## src/rtl/fcf_pkg.sv

```systemverilog
package fcf_pkg;
    typedef enum logic {
        WR_ACCEPT  = 1'b0,
        WR_SWALLOW = 1'b1
    } wr_mode_e;
endpackage

```

## src/rtl/fcf_wr_ctrl.sv

```systemverilog
module fcf_wr_ctrl
    import fcf_pkg::*;
#(
    parameter int DEPTH = 16,
    parameter int AW    = $clog2(DEPTH),
    parameter int PTR_W = AW + 1
) (
    input  logic             clk,
    input  logic             rst_n,
    input  logic             in_valid,
    input  logic             in_last,
    input  logic             in_err,
    input  logic [PTR_W-1:0] rd_ptr,
    output logic             mem_we,
    output logic [AW-1:0]    mem_waddr,
    output logic [PTR_W-1:0] commit_ptr,
    output logic             drop_evt,
    output logic             drop_pulse
);
    localparam logic [PTR_W-1:0] DEPTH_P = PTR_W'(DEPTH);

    typedef struct packed {
        logic [PTR_W-1:0] ws;
        logic [PTR_W-1:0] wc;
        wr_mode_e         mode;
        logic             pulse;
    } wr_state_t;

    wr_state_t s_d, s_q;
    logic [PTR_W-1:0] used;

    always_comb begin
        s_d      = s_q;
        s_d.pulse = 1'b0;
        mem_we   = 1'b0;
        drop_evt = 1'b0;
        used     = s_q.ws - rd_ptr;
        if (in_valid) begin
            if (s_q.mode == WR_SWALLOW) begin
                if (in_last) s_d.mode = WR_ACCEPT;
            end else if (used == DEPTH_P) begin
                drop_evt  = 1'b1;
                s_d.pulse = 1'b1;
                s_d.ws    = s_q.wc;
                if (!in_last) s_d.mode = WR_SWALLOW;
            end else begin
                mem_we = 1'b1;
                s_d.ws = s_q.ws + 1'b1;
                if (in_last) begin
                    if (in_err) s_d.ws = s_q.wc;
                    else        s_d.wc = s_q.ws + 1'b1;
                end
            end
        end
    end

    always_ff @(posedge clk) begin
        if (!rst_n) begin
            s_q.ws    <= '0;
            s_q.wc    <= '0;
            s_q.mode  <= WR_ACCEPT;
            s_q.pulse <= 1'b0;
        end else begin
            s_q <= s_d;
        end
    end

    assign mem_waddr  = s_q.ws[AW-1:0];
    assign commit_ptr = s_q.wc;
    assign drop_pulse = s_q.pulse;

    // occupancy never exceeds the storage
    p_occ_bound_r6: assert property (@(posedge clk) disable iff (!rst_n)
        (PTR_W'(s_q.ws - rd_ptr) <= DEPTH_P));
    // committed end never passes the speculative end
    p_commit_behind_r2: assert property (@(posedge clk) disable iff (!rst_n)
        (PTR_W'(s_q.wc - rd_ptr) <= PTR_W'(s_q.ws - rd_ptr)));
    // each overflow event shows up as a pulse next cycle
    p_pulse_r6: assert property (@(posedge clk) disable iff (!rst_n)
        drop_evt |=> drop_pulse);
    // while swallowing, nothing speculative is held
    p_swallow_r7: assert property (@(posedge clk) disable iff (!rst_n)
        (s_q.mode == WR_SWALLOW) |-> (s_q.ws == s_q.wc));
    // an errored end rewinds without moving the commit point
    p_err_rewind_r5: assert property (@(posedge clk) disable iff (!rst_n)
        (in_valid && s_q.mode == WR_ACCEPT && in_last && in_err)
        |=> (s_q.ws == s_q.wc) && $stable(s_q.wc));
endmodule

```

## src/rtl/fcf_store.sv

```systemverilog
module fcf_store #(
    parameter int DEPTH  = 16,
    parameter int WIDTH  = 9,
    parameter int AW     = $clog2(DEPTH)
) (
    input  logic             clk,
    input  logic             we,
    input  logic [AW-1:0]    waddr,
    input  logic [WIDTH-1:0] wdata,
    input  logic [AW-1:0]    raddr,
    output logic [WIDTH-1:0] rdata
);
    logic [WIDTH-1:0] mem_q [DEPTH];

    always_ff @(posedge clk) begin
        if (we) mem_q[waddr] <= wdata;
    end

    assign rdata = mem_q[raddr];
endmodule

```

## src/rtl/fcf_rd_ctrl.sv

```systemverilog
module fcf_rd_ctrl #(
    parameter int DEPTH = 16,
    parameter int AW    = $clog2(DEPTH),
    parameter int PTR_W = AW + 1
) (
    input  logic             clk,
    input  logic             rst_n,
    input  logic [PTR_W-1:0] commit_ptr,
    input  logic             m_tready,
    output logic             m_tvalid,
    output logic [PTR_W-1:0] rd_ptr,
    output logic [AW-1:0]    raddr
);
    typedef struct packed {
        logic [PTR_W-1:0] rd;
    } rd_state_t;

    rd_state_t s_d, s_q;

    always_comb begin
        s_d      = s_q;
        m_tvalid = (s_q.rd != commit_ptr);
        if (m_tvalid && m_tready) s_d.rd = s_q.rd + 1'b1;
    end

    always_ff @(posedge clk) begin
        if (!rst_n) s_q.rd <= '0;
        else        s_q    <= s_d;
    end

    assign rd_ptr = s_q.rd;
    assign raddr  = s_q.rd[AW-1:0];

    // a stalled beat keeps its slot
    p_hold_r9: assert property (@(posedge clk) disable iff (!rst_n)
        (m_tvalid && !m_tready) |=> m_tvalid && $stable(s_q.rd));
endmodule

```

## src/rtl/fcf_drop_ctr.sv

```systemverilog
module fcf_drop_ctr #(
    parameter int CNT_W = 16
) (
    input  logic             clk,
    input  logic             rst_n,
    input  logic             drop_evt,
    output logic [CNT_W-1:0] drop_count
);
    localparam logic [CNT_W-1:0] CNT_MAX = '1;

    typedef struct packed {
        logic [CNT_W-1:0] cnt;
    } ctr_state_t;

    ctr_state_t s_d, s_q;

    always_comb begin
        s_d = s_q;
        if (drop_evt && s_q.cnt != CNT_MAX) s_d.cnt = s_q.cnt + 1'b1;
    end

    always_ff @(posedge clk) begin
        if (!rst_n) s_q.cnt <= '0;
        else        s_q     <= s_d;
    end

    assign drop_count = s_q.cnt;

    // saturated count holds
    p_sat_r8: assert property (@(posedge clk) disable iff (!rst_n)
        (drop_count == CNT_MAX) |=> (drop_count == CNT_MAX));
    // one step per overflow below saturation
    p_step_r6: assert property (@(posedge clk) disable iff (!rst_n)
        (drop_evt && drop_count != CNT_MAX)
        |=> (drop_count == CNT_W'($past(drop_count) + 1'b1)));
    // no event, no change
    p_quiet_r5: assert property (@(posedge clk) disable iff (!rst_n)
        !drop_evt |=> $stable(drop_count));
endmodule

```

## src/rtl/frag_commit_fifo.sv

```systemverilog
module frag_commit_fifo #(
    parameter int DATA_W = 32,
    parameter int DEPTH  = 16,
    parameter int CNT_W  = 16
) (
    input  logic              clk,
    input  logic              rst_n,
    input  logic              in_valid,
    input  logic [DATA_W-1:0] in_data,
    input  logic              in_last,
    input  logic              in_err,
    output logic              m_tvalid,
    input  logic              m_tready,
    output logic [DATA_W-1:0] m_tdata,
    output logic              m_tlast,
    output logic              drop_pulse,
    output logic [CNT_W-1:0]  drop_count
);
    localparam int AW    = $clog2(DEPTH);
    localparam int PTR_W = AW + 1;
    localparam int ENT_W = DATA_W + 1;

    logic             mem_we;
    logic [AW-1:0]    mem_waddr;
    logic [AW-1:0]    mem_raddr;
    logic [PTR_W-1:0] commit_ptr;
    logic [PTR_W-1:0] rd_ptr;
    logic             drop_evt;
    logic [ENT_W-1:0] rd_entry;

    fcf_wr_ctrl #(.DEPTH(DEPTH), .AW(AW), .PTR_W(PTR_W)) u_wr (
        .clk        (clk),
        .rst_n      (rst_n),
        .in_valid   (in_valid),
        .in_last    (in_last),
        .in_err     (in_err),
        .rd_ptr     (rd_ptr),
        .mem_we     (mem_we),
        .mem_waddr  (mem_waddr),
        .commit_ptr (commit_ptr),
        .drop_evt   (drop_evt),
        .drop_pulse (drop_pulse)
    );

    fcf_store #(.DEPTH(DEPTH), .WIDTH(ENT_W), .AW(AW)) u_store (
        .clk   (clk),
        .we    (mem_we),
        .waddr (mem_waddr),
        .wdata ({in_last, in_data}),
        .raddr (mem_raddr),
        .rdata (rd_entry)
    );

    fcf_rd_ctrl #(.DEPTH(DEPTH), .AW(AW), .PTR_W(PTR_W)) u_rd (
        .clk        (clk),
        .rst_n      (rst_n),
        .commit_ptr (commit_ptr),
        .m_tready   (m_tready),
        .m_tvalid   (m_tvalid),
        .rd_ptr     (rd_ptr),
        .raddr      (mem_raddr)
    );

    fcf_drop_ctr #(.CNT_W(CNT_W)) u_drop (
        .clk        (clk),
        .rst_n      (rst_n),
        .drop_evt   (drop_evt),
        .drop_count (drop_count)
    );

    assign m_tdata = rd_entry[DATA_W-1:0];
    assign m_tlast = rd_entry[DATA_W];

    // a released frame streams without gaps under constant ready
    p_burst_r4: assert property (@(posedge clk) disable iff (!rst_n)
        (m_tvalid && m_tready && !m_tlast) |=> m_tvalid);
    // held beat keeps its payload
    p_stable_r9: assert property (@(posedge clk) disable iff (!rst_n)
        (m_tvalid && !m_tready) |=> $stable(m_tdata) && $stable(m_tlast));
endmodule

```

## config.mk

```make
export PLATFORM = sky130hd
export DESIGN_NAME = frag_commit_fifo
export DESIGN_NICKNAME = d
export VERILOG_FILES = /design/src/rtl/fcf_pkg.sv /design/src/rtl/fcf_wr_ctrl.sv /design/src/rtl/fcf_store.sv /design/src/rtl/fcf_rd_ctrl.sv /design/src/rtl/fcf_drop_ctr.sv /design/src/rtl/frag_commit_fifo.sv
export SDC_FILE = /design/constraint.sdc
export NUM_CORES = 1
export LEC_CHECK = 0
export ABC_AREA = 1
export BUFFER_PORTS_ARGS = -buffer_cell sky130_fd_sc_hd__buf_2
export CORE_ASPECT_RATIO = 1.75
export CORE_UTILIZATION = 45
export CTS_BUF_LIST = sky130_fd_sc_hd__clkbuf_4 sky130_fd_sc_hd__clkbuf_8 sky130_fd_sc_hd__clkbuf_16
export DETAILED_ROUTE_END_ITERATION = 8
export HOLD_SLACK_MARGIN = 0.03
export PLACE_DENSITY = 0.65
export SYNTH_ARGS = -nofsm -noshare
export SYNTH_HDL_FRONTEND = slang
export SYNTH_HIERARCHICAL = 1
export SYNTH_SLANG_ARGS = --single-unit
export TNS_END_PERCENT = 5
```

## constraint.sdc

```tcl
create_clock -name clk -period 8.2 [get_ports clk]
set_input_delay 1.23 -clock clk [delete_from_list [all_inputs] [get_ports clk]]
set_output_delay 1.23 -clock clk [all_outputs]
set_load 0.03 [all_outputs]
```

* After elaboration in Yosys (flattened, before gate mapping)
Memories as Yosys holds them, arrays and structs flattened. A register that Yosys moved wholly into a read port is not among the register bits. Index checks and enable logic that the tools add are counted.
Word-level totals: register bits after elaboration 33, bits in writable memories 528, output and inout port bits 51, memories 1
Cells by class: add/subtract/negate cells 4, eq/ne operators 3, mux-type cells 16, bitwise gates (word level) 4, reduce and logical (&&, ||, !) cells 5
Memory list:
- u_store.mem_q | words 16, width 33, read ports 1, clocked after memory_dff 1, write ports 1, line fcf_store.sv:13 | logic [WIDTH-1:0] mem_q [DEPTH];
Operators by type and width (number):
- $add 16x1->16 const B | 1
- $ne 16x16->1 const B | 1
- $add 5x1->5 const B | 2
- $mux 1 | 10
- $mux 10 | 1
- $mux 5 | 2
- $mux 4 | 2
- $eq 5x5->1 const B | 1
- $ne 5x5->1 | 1
- $sub 5x5->5 | 1
- $not 1->1 | 4
- $reduce_and 4->1 | 1
- $reduce_or 3->1 | 1
- $logic_and 1x1->1 | 2
- $mux 2 | 1
- $reduce_and 2->1 | 1

* Depth between registers and ports, before layout
word-level depth 7, mapped depth 17

* Modules after synthesis
Netlist, hierarchy kept.
Modules (own cells, without submodules):
- fcf_store | times used 1, cells an instance 2152, area an instance 22580.4 sq um, seq. area each 15855.2 sq um
- fcf_wr_ctrl | times used 1, cells an instance 170, area an instance 1076.0 sq um, seq. area each 240.2 sq um
- fcf_drop_ctr | times used 1, cells an instance 149, area an instance 996.0 sq um, seq. area each 320.3 sq um
- fcf_rd_ctrl | times used 1, cells an instance 61, area an instance 375.4 sq um, seq. area each 100.1 sq um

* Least setup slack after synthesis
No wires, ideal clock.
kind input to register, start input in_valid, end memory u_store/mem_q[12][0] (netlist name) (enable), setup time 0.423 ns, arrival time 3.313 ns, required time 7.777 ns, path slack 4.464 ns, stages 6, buffers on the path 0, cell sequence inv_2 > nor2_2 > inv_2 > nor2_2 > nand3_1 > nor2_1
Between the ends: cells in the longest elaborated chain, start to end 3
RTL lines:
- start, declared | line frag_commit_fifo.sv:8 | input logic in_valid,
- $mux 1 | line fcf_wr_ctrl.sv:38 | if (in_valid) begin
- via mem_we | line frag_commit_fifo.sv:23 | logic mem_we;
- $mux 1 | line fcf_store.sv:16 | if (we) mem_q[waddr] <= wdata;
- $mux 1 (implied by the code) | line fcf_store.sv:16
- end, declared | line fcf_store.sv:13
The timed path passes the listed nets, and every way through them passes these cells.

==> run_results.csv <==
group,metric,value,unit
sta,final_min_period_over_clock_period,62.3,%
die,placeableCoreArea,55100,sq um
worst_hold_path,hold_crit_class,"flip-flop to flip-flop",
clock_network,cts-root-to-sink-buffers,3,
clock_network,cts-root-buf,"sky130_fd_sc_hd__clkbuf_16",
finish,syn2layout_area_growth,10.4,%
die,rows,114,
placed_design,placed_area,26000,sq um
detailed_routing,drtIter0Drc,1617,
die,ioPinCount,89,
clock_network,post_cts_hold_buffer_count,0,
sta,final.setup_skew,0.0344,ns
grt,maximum_number_of_pins_on_one_net_before_global_route_repair,201,
finish,nNetsFinal,2613,
finish,instances_no_fill,3306,
logic_synthesis,average_cell_area_after_synthesis,9.88,sq um
detailed_routing,route.detailed.wl_per_inst,18.3,um
logic_synthesis,yosysWarnings,6,
sta,setup-tns-final,0,ns
critical_path,end_kind,"output pin",
die,floorplan.initialDensity,45.5,%
finish,multi_input_comb_area,6240,sq um
placed_design,detailedPlacementHpwl,32100,um
grt,use_met2,39.5,%
sta,tightest_slew,1.32,ns
worst_hold_path,beginning_of_the_worst_hold_path,"u_wr/s_q[1]$_SDFFE_PN0P_",
logic_synthesis,synth-seq-cells,561,
sta,final_max_slew_viol_count,0,
run_status,run_status,"completed",
finish,fillers,4887,
logic_synthesis,synth-edff-count,528,
sta,final_setup_violation_count,0,
critical_path,cp.required,6.97,ns
finish,finish.utilization,50.2,%
critical_path,crit_path_start,"u_rd/rd_ptr[1]$_SDFFE_PN0P_",
finish,stdcell_area,27600,sq um
placed_design,cell_total_after_placement,3212,
detailed_routing,drc_errors,0,
grt,grt.met3_usage,2.63,%
clock_network,clk_transition_reported_paths,0.06,ns
detailed_routing,dr_total_vias,17200,
grt,grt_antenna_before_repair,2,
logic_synthesis,yosysTopAreaCellShare,63.4,%
finish,area_of_all_sequential_standard_cells,16500,sq um
clock_network,cts_resized,0,
logic_synthesis,netlist_area,25000,sq um
critical_path,r2r_start,"u_rd/rd_ptr[3]$_SDFFE_PN0P_",
placed_design,buffer_ports.inserted,88,
sta,fmaxAchievable,196,MHz
critical_path,critical_path.max_fanout,98,
run,max-cap-violations,0,
logic_synthesis,synth.top_cells.by_area,"sky130_fd_sc_hd__edfxtp_1 (63%), sky130_fd_sc_hd__nand2_1 (12%), sky130_fd_sc_hd__nand3_1 (8.7%), sky130_fd_sc_hd__inv_1 (6.6%), sky130_fd_sc_hd__dfxtp_1 (2.6%)",
sta,rsz0062_at_grt,"no",
clock_network,h_tree_lvls,2,
grt,grt_first_pass_wirelength,94500,um
pwr,power_per_cell_area,237,nW/um^2
logic_synthesis,synth_sequential_area_ratio,66.0,%
logic_synthesis,synth_fp_nets,2577,
grt,vias_in_the_first_global_route,17100,
clock_network,clock-sinks,561,
grt,gr-usage-met1,25.5,%
detailed_routing,via_per_inst,5.21,
finish,fraction_of_layout_instances_using_a_drive_strength_above_1,10.2,%
sta,max-slew-margin-rel,11.8,%
clock_network,tritoncts_clock_tree,"yes",
logic_synthesis,synthCells,2532,
die,die_area,56600,sq um
die,die-width,180,um
finish,layout.cells.most_common,"sky130_fd_sc_hd__nand2_1",
logic_synthesis,yosys.cell_types.count,35,
detailed_routing,detail-route-antenna-nets,0,
detailed_routing,postRouteWirelength,60400,um
clock_network,worst_skew_late_latency,0.60,ns
pwr,vdd.ir_drop.worst,0.166,mV
logic_synthesis,synthFlopType,"sky130_fd_sc_hd__edfxtp_1",
clock_network,postCtsSetupBuffers,0,
critical_path,worst_setup_path_class,"flip-flop to output pin",
grt,gr-max-usage-layer,"met2",
finish,layout.cells.most_common_list,"sky130_fd_sc_hd__nand2_1 (805), sky130_fd_sc_hd__edfxtp_1 (528), sky130_fd_sc_hd__inv_1 (440)",
grt,globalRoute.totalOverflow,0,
critical_path,setup.worst_path.start_class,"flip-flop",
die,die_h,314,um
logic_synthesis,synth_top_area_cell,"sky130_fd_sc_hd__edfxtp_1",
sta,hold_viol_final,0,
placed_design,finalWeightedCongestion,0.824,
detailed_routing,first_pass_iters,5,
sta,final_period_minus_worst_setup_slack,5.11,ns
grt,globalRouteTotalUtil,21.7,%
pwr,leakage,11.8,nW
pwr,power_consumption,6.56,mW
logic_synthesis,synth-async-reset-ratio,0,%
critical_path,wp_data_arrival,3.88,ns
clock_network,tritoncts.num_buffers,50,
registers in the layout, summed over array words and instances (netlist names):
| name | flops |
|---|---|
| u_rd/rd_ptr | 5 |
| u_wr/drop_pulse | 1 |
| u_wr/mem_waddr | 4 |
| u_wr/s_q | 2 |
| u_wr/commit_ptr | 5 |
| u_store/mem_q | 528 |
| u_drop/drop_count | 16 |
cells by family (layout without fill, tap and decap cells):
family / after synthesis / after routing / synth area share, %
and+or+nand+nor: 1359 / 1359 / 23.5
AOI/OAI and AO/OA: 24 / 24 / 0.505
DFF: 561 / 561 / 66.0
adders and majority gates: 7 / 7 / 0.350
other: 0 / 2 / 0
buffers and inverters: 579 / 655 / 9.56
xor gates and xnor gates: 2 / 2 / 0.0700
final cells by class:
class                   count  share of cell area [%]
flip-flops and latches    561                    59.8
multi-input cells        1392                    22.6
inverters                 451                    6.17
clock buffers              68                    5.15
well taps                 696                    3.15
repair buffers            112                    2.29
clock inverters            24                   0.860
diodes                      2                  0.0181
worst paths after layout:
path | endpoint | slack [ns] | cells after the start
worst min register to register | u_wr/s_q[1]$_SDFFE_PN0P_ | 0.49 | 2
worst max register to register | u_store/mem_q[5][18]$_DFFE_PP_ | 4.12 | 11
worst max-delay path | m_tdata[10] | 3.09 | 8
worst min-delay path | u_wr/s_q[1]$_SDFFE_PN0P_ | 0.49 | 2
where the power goes:
group / internal [mW] / switching, mW
Sequential: 3.18 / 0.0495
Clock: 1.35 / 1.02
Combinational: 0.266 / 0.691
worst max-delay path, stage by stage, from the launching register on:
cell and delay [ns]:
sky130_fd_sc_hd__dfxtp_4 0.50, sky130_fd_sc_hd__buf_4 0.40, sky130_fd_sc_hd__inv_4 0.41, sky130_fd_sc_hd__buf_4 0.97
sky130_fd_sc_hd__nand3_1 0.20, sky130_fd_sc_hd__nand3_1 0.15, sky130_fd_sc_hd__nand3_1 0.10, sky130_fd_sc_hd__nand2_1 0.21
sky130_fd_sc_hd__buf_2 0.24
cells in the mapped netlist (3+ instances only):
cell	count
sky130_fd_sc_hd__a21oi_1	17
sky130_fd_sc_hd__buf_1	15
sky130_fd_sc_hd__buf_2	75
sky130_fd_sc_hd__buf_4	24
sky130_fd_sc_hd__clkbuf_1	11
sky130_fd_sc_hd__dfxtp_1	33
sky130_fd_sc_hd__edfxtp_1	528
sky130_fd_sc_hd__ha_1	7
sky130_fd_sc_hd__inv_1	442
sky130_fd_sc_hd__inv_2	7
sky130_fd_sc_hd__nand2_1	805
sky130_fd_sc_hd__nand2_2	5
sky130_fd_sc_hd__nand2_4	3
sky130_fd_sc_hd__nand3_1	436
sky130_fd_sc_hd__nand3_2	6
sky130_fd_sc_hd__nand4_1	5
sky130_fd_sc_hd__nor2_1	69
sky130_fd_sc_hd__nor2_2	11
sky130_fd_sc_hd__nor2_4	5
sky130_fd_sc_hd__nor3_1	3
sky130_fd_sc_hd__o21ai_0	3
sky130_fd_sc_hd__or2_0	4
stage by stage:
stage | setup WS (ns) | hold WS (ns)
3_3_place_gp | 3.65 | 0.471
5_1_grt | 2.81 | 0.552
2_1_floorplan | 4.46 | 0.457
3_5_place_dp | 3.70 | 0.481
6_report | 3.09 | 0.491
4_1_cts | 3.07 | 0.497
layer usage:
layer | wire length [um] | part of all wire, %
met3 | 3430 | 5.7
met1 | 23000 | 38
met4 | 2410 | 4.0
met5 | 13 | 0.022
met2 | 31500 | 52
No activity file was read; power rests on OpenSTA's default activity.
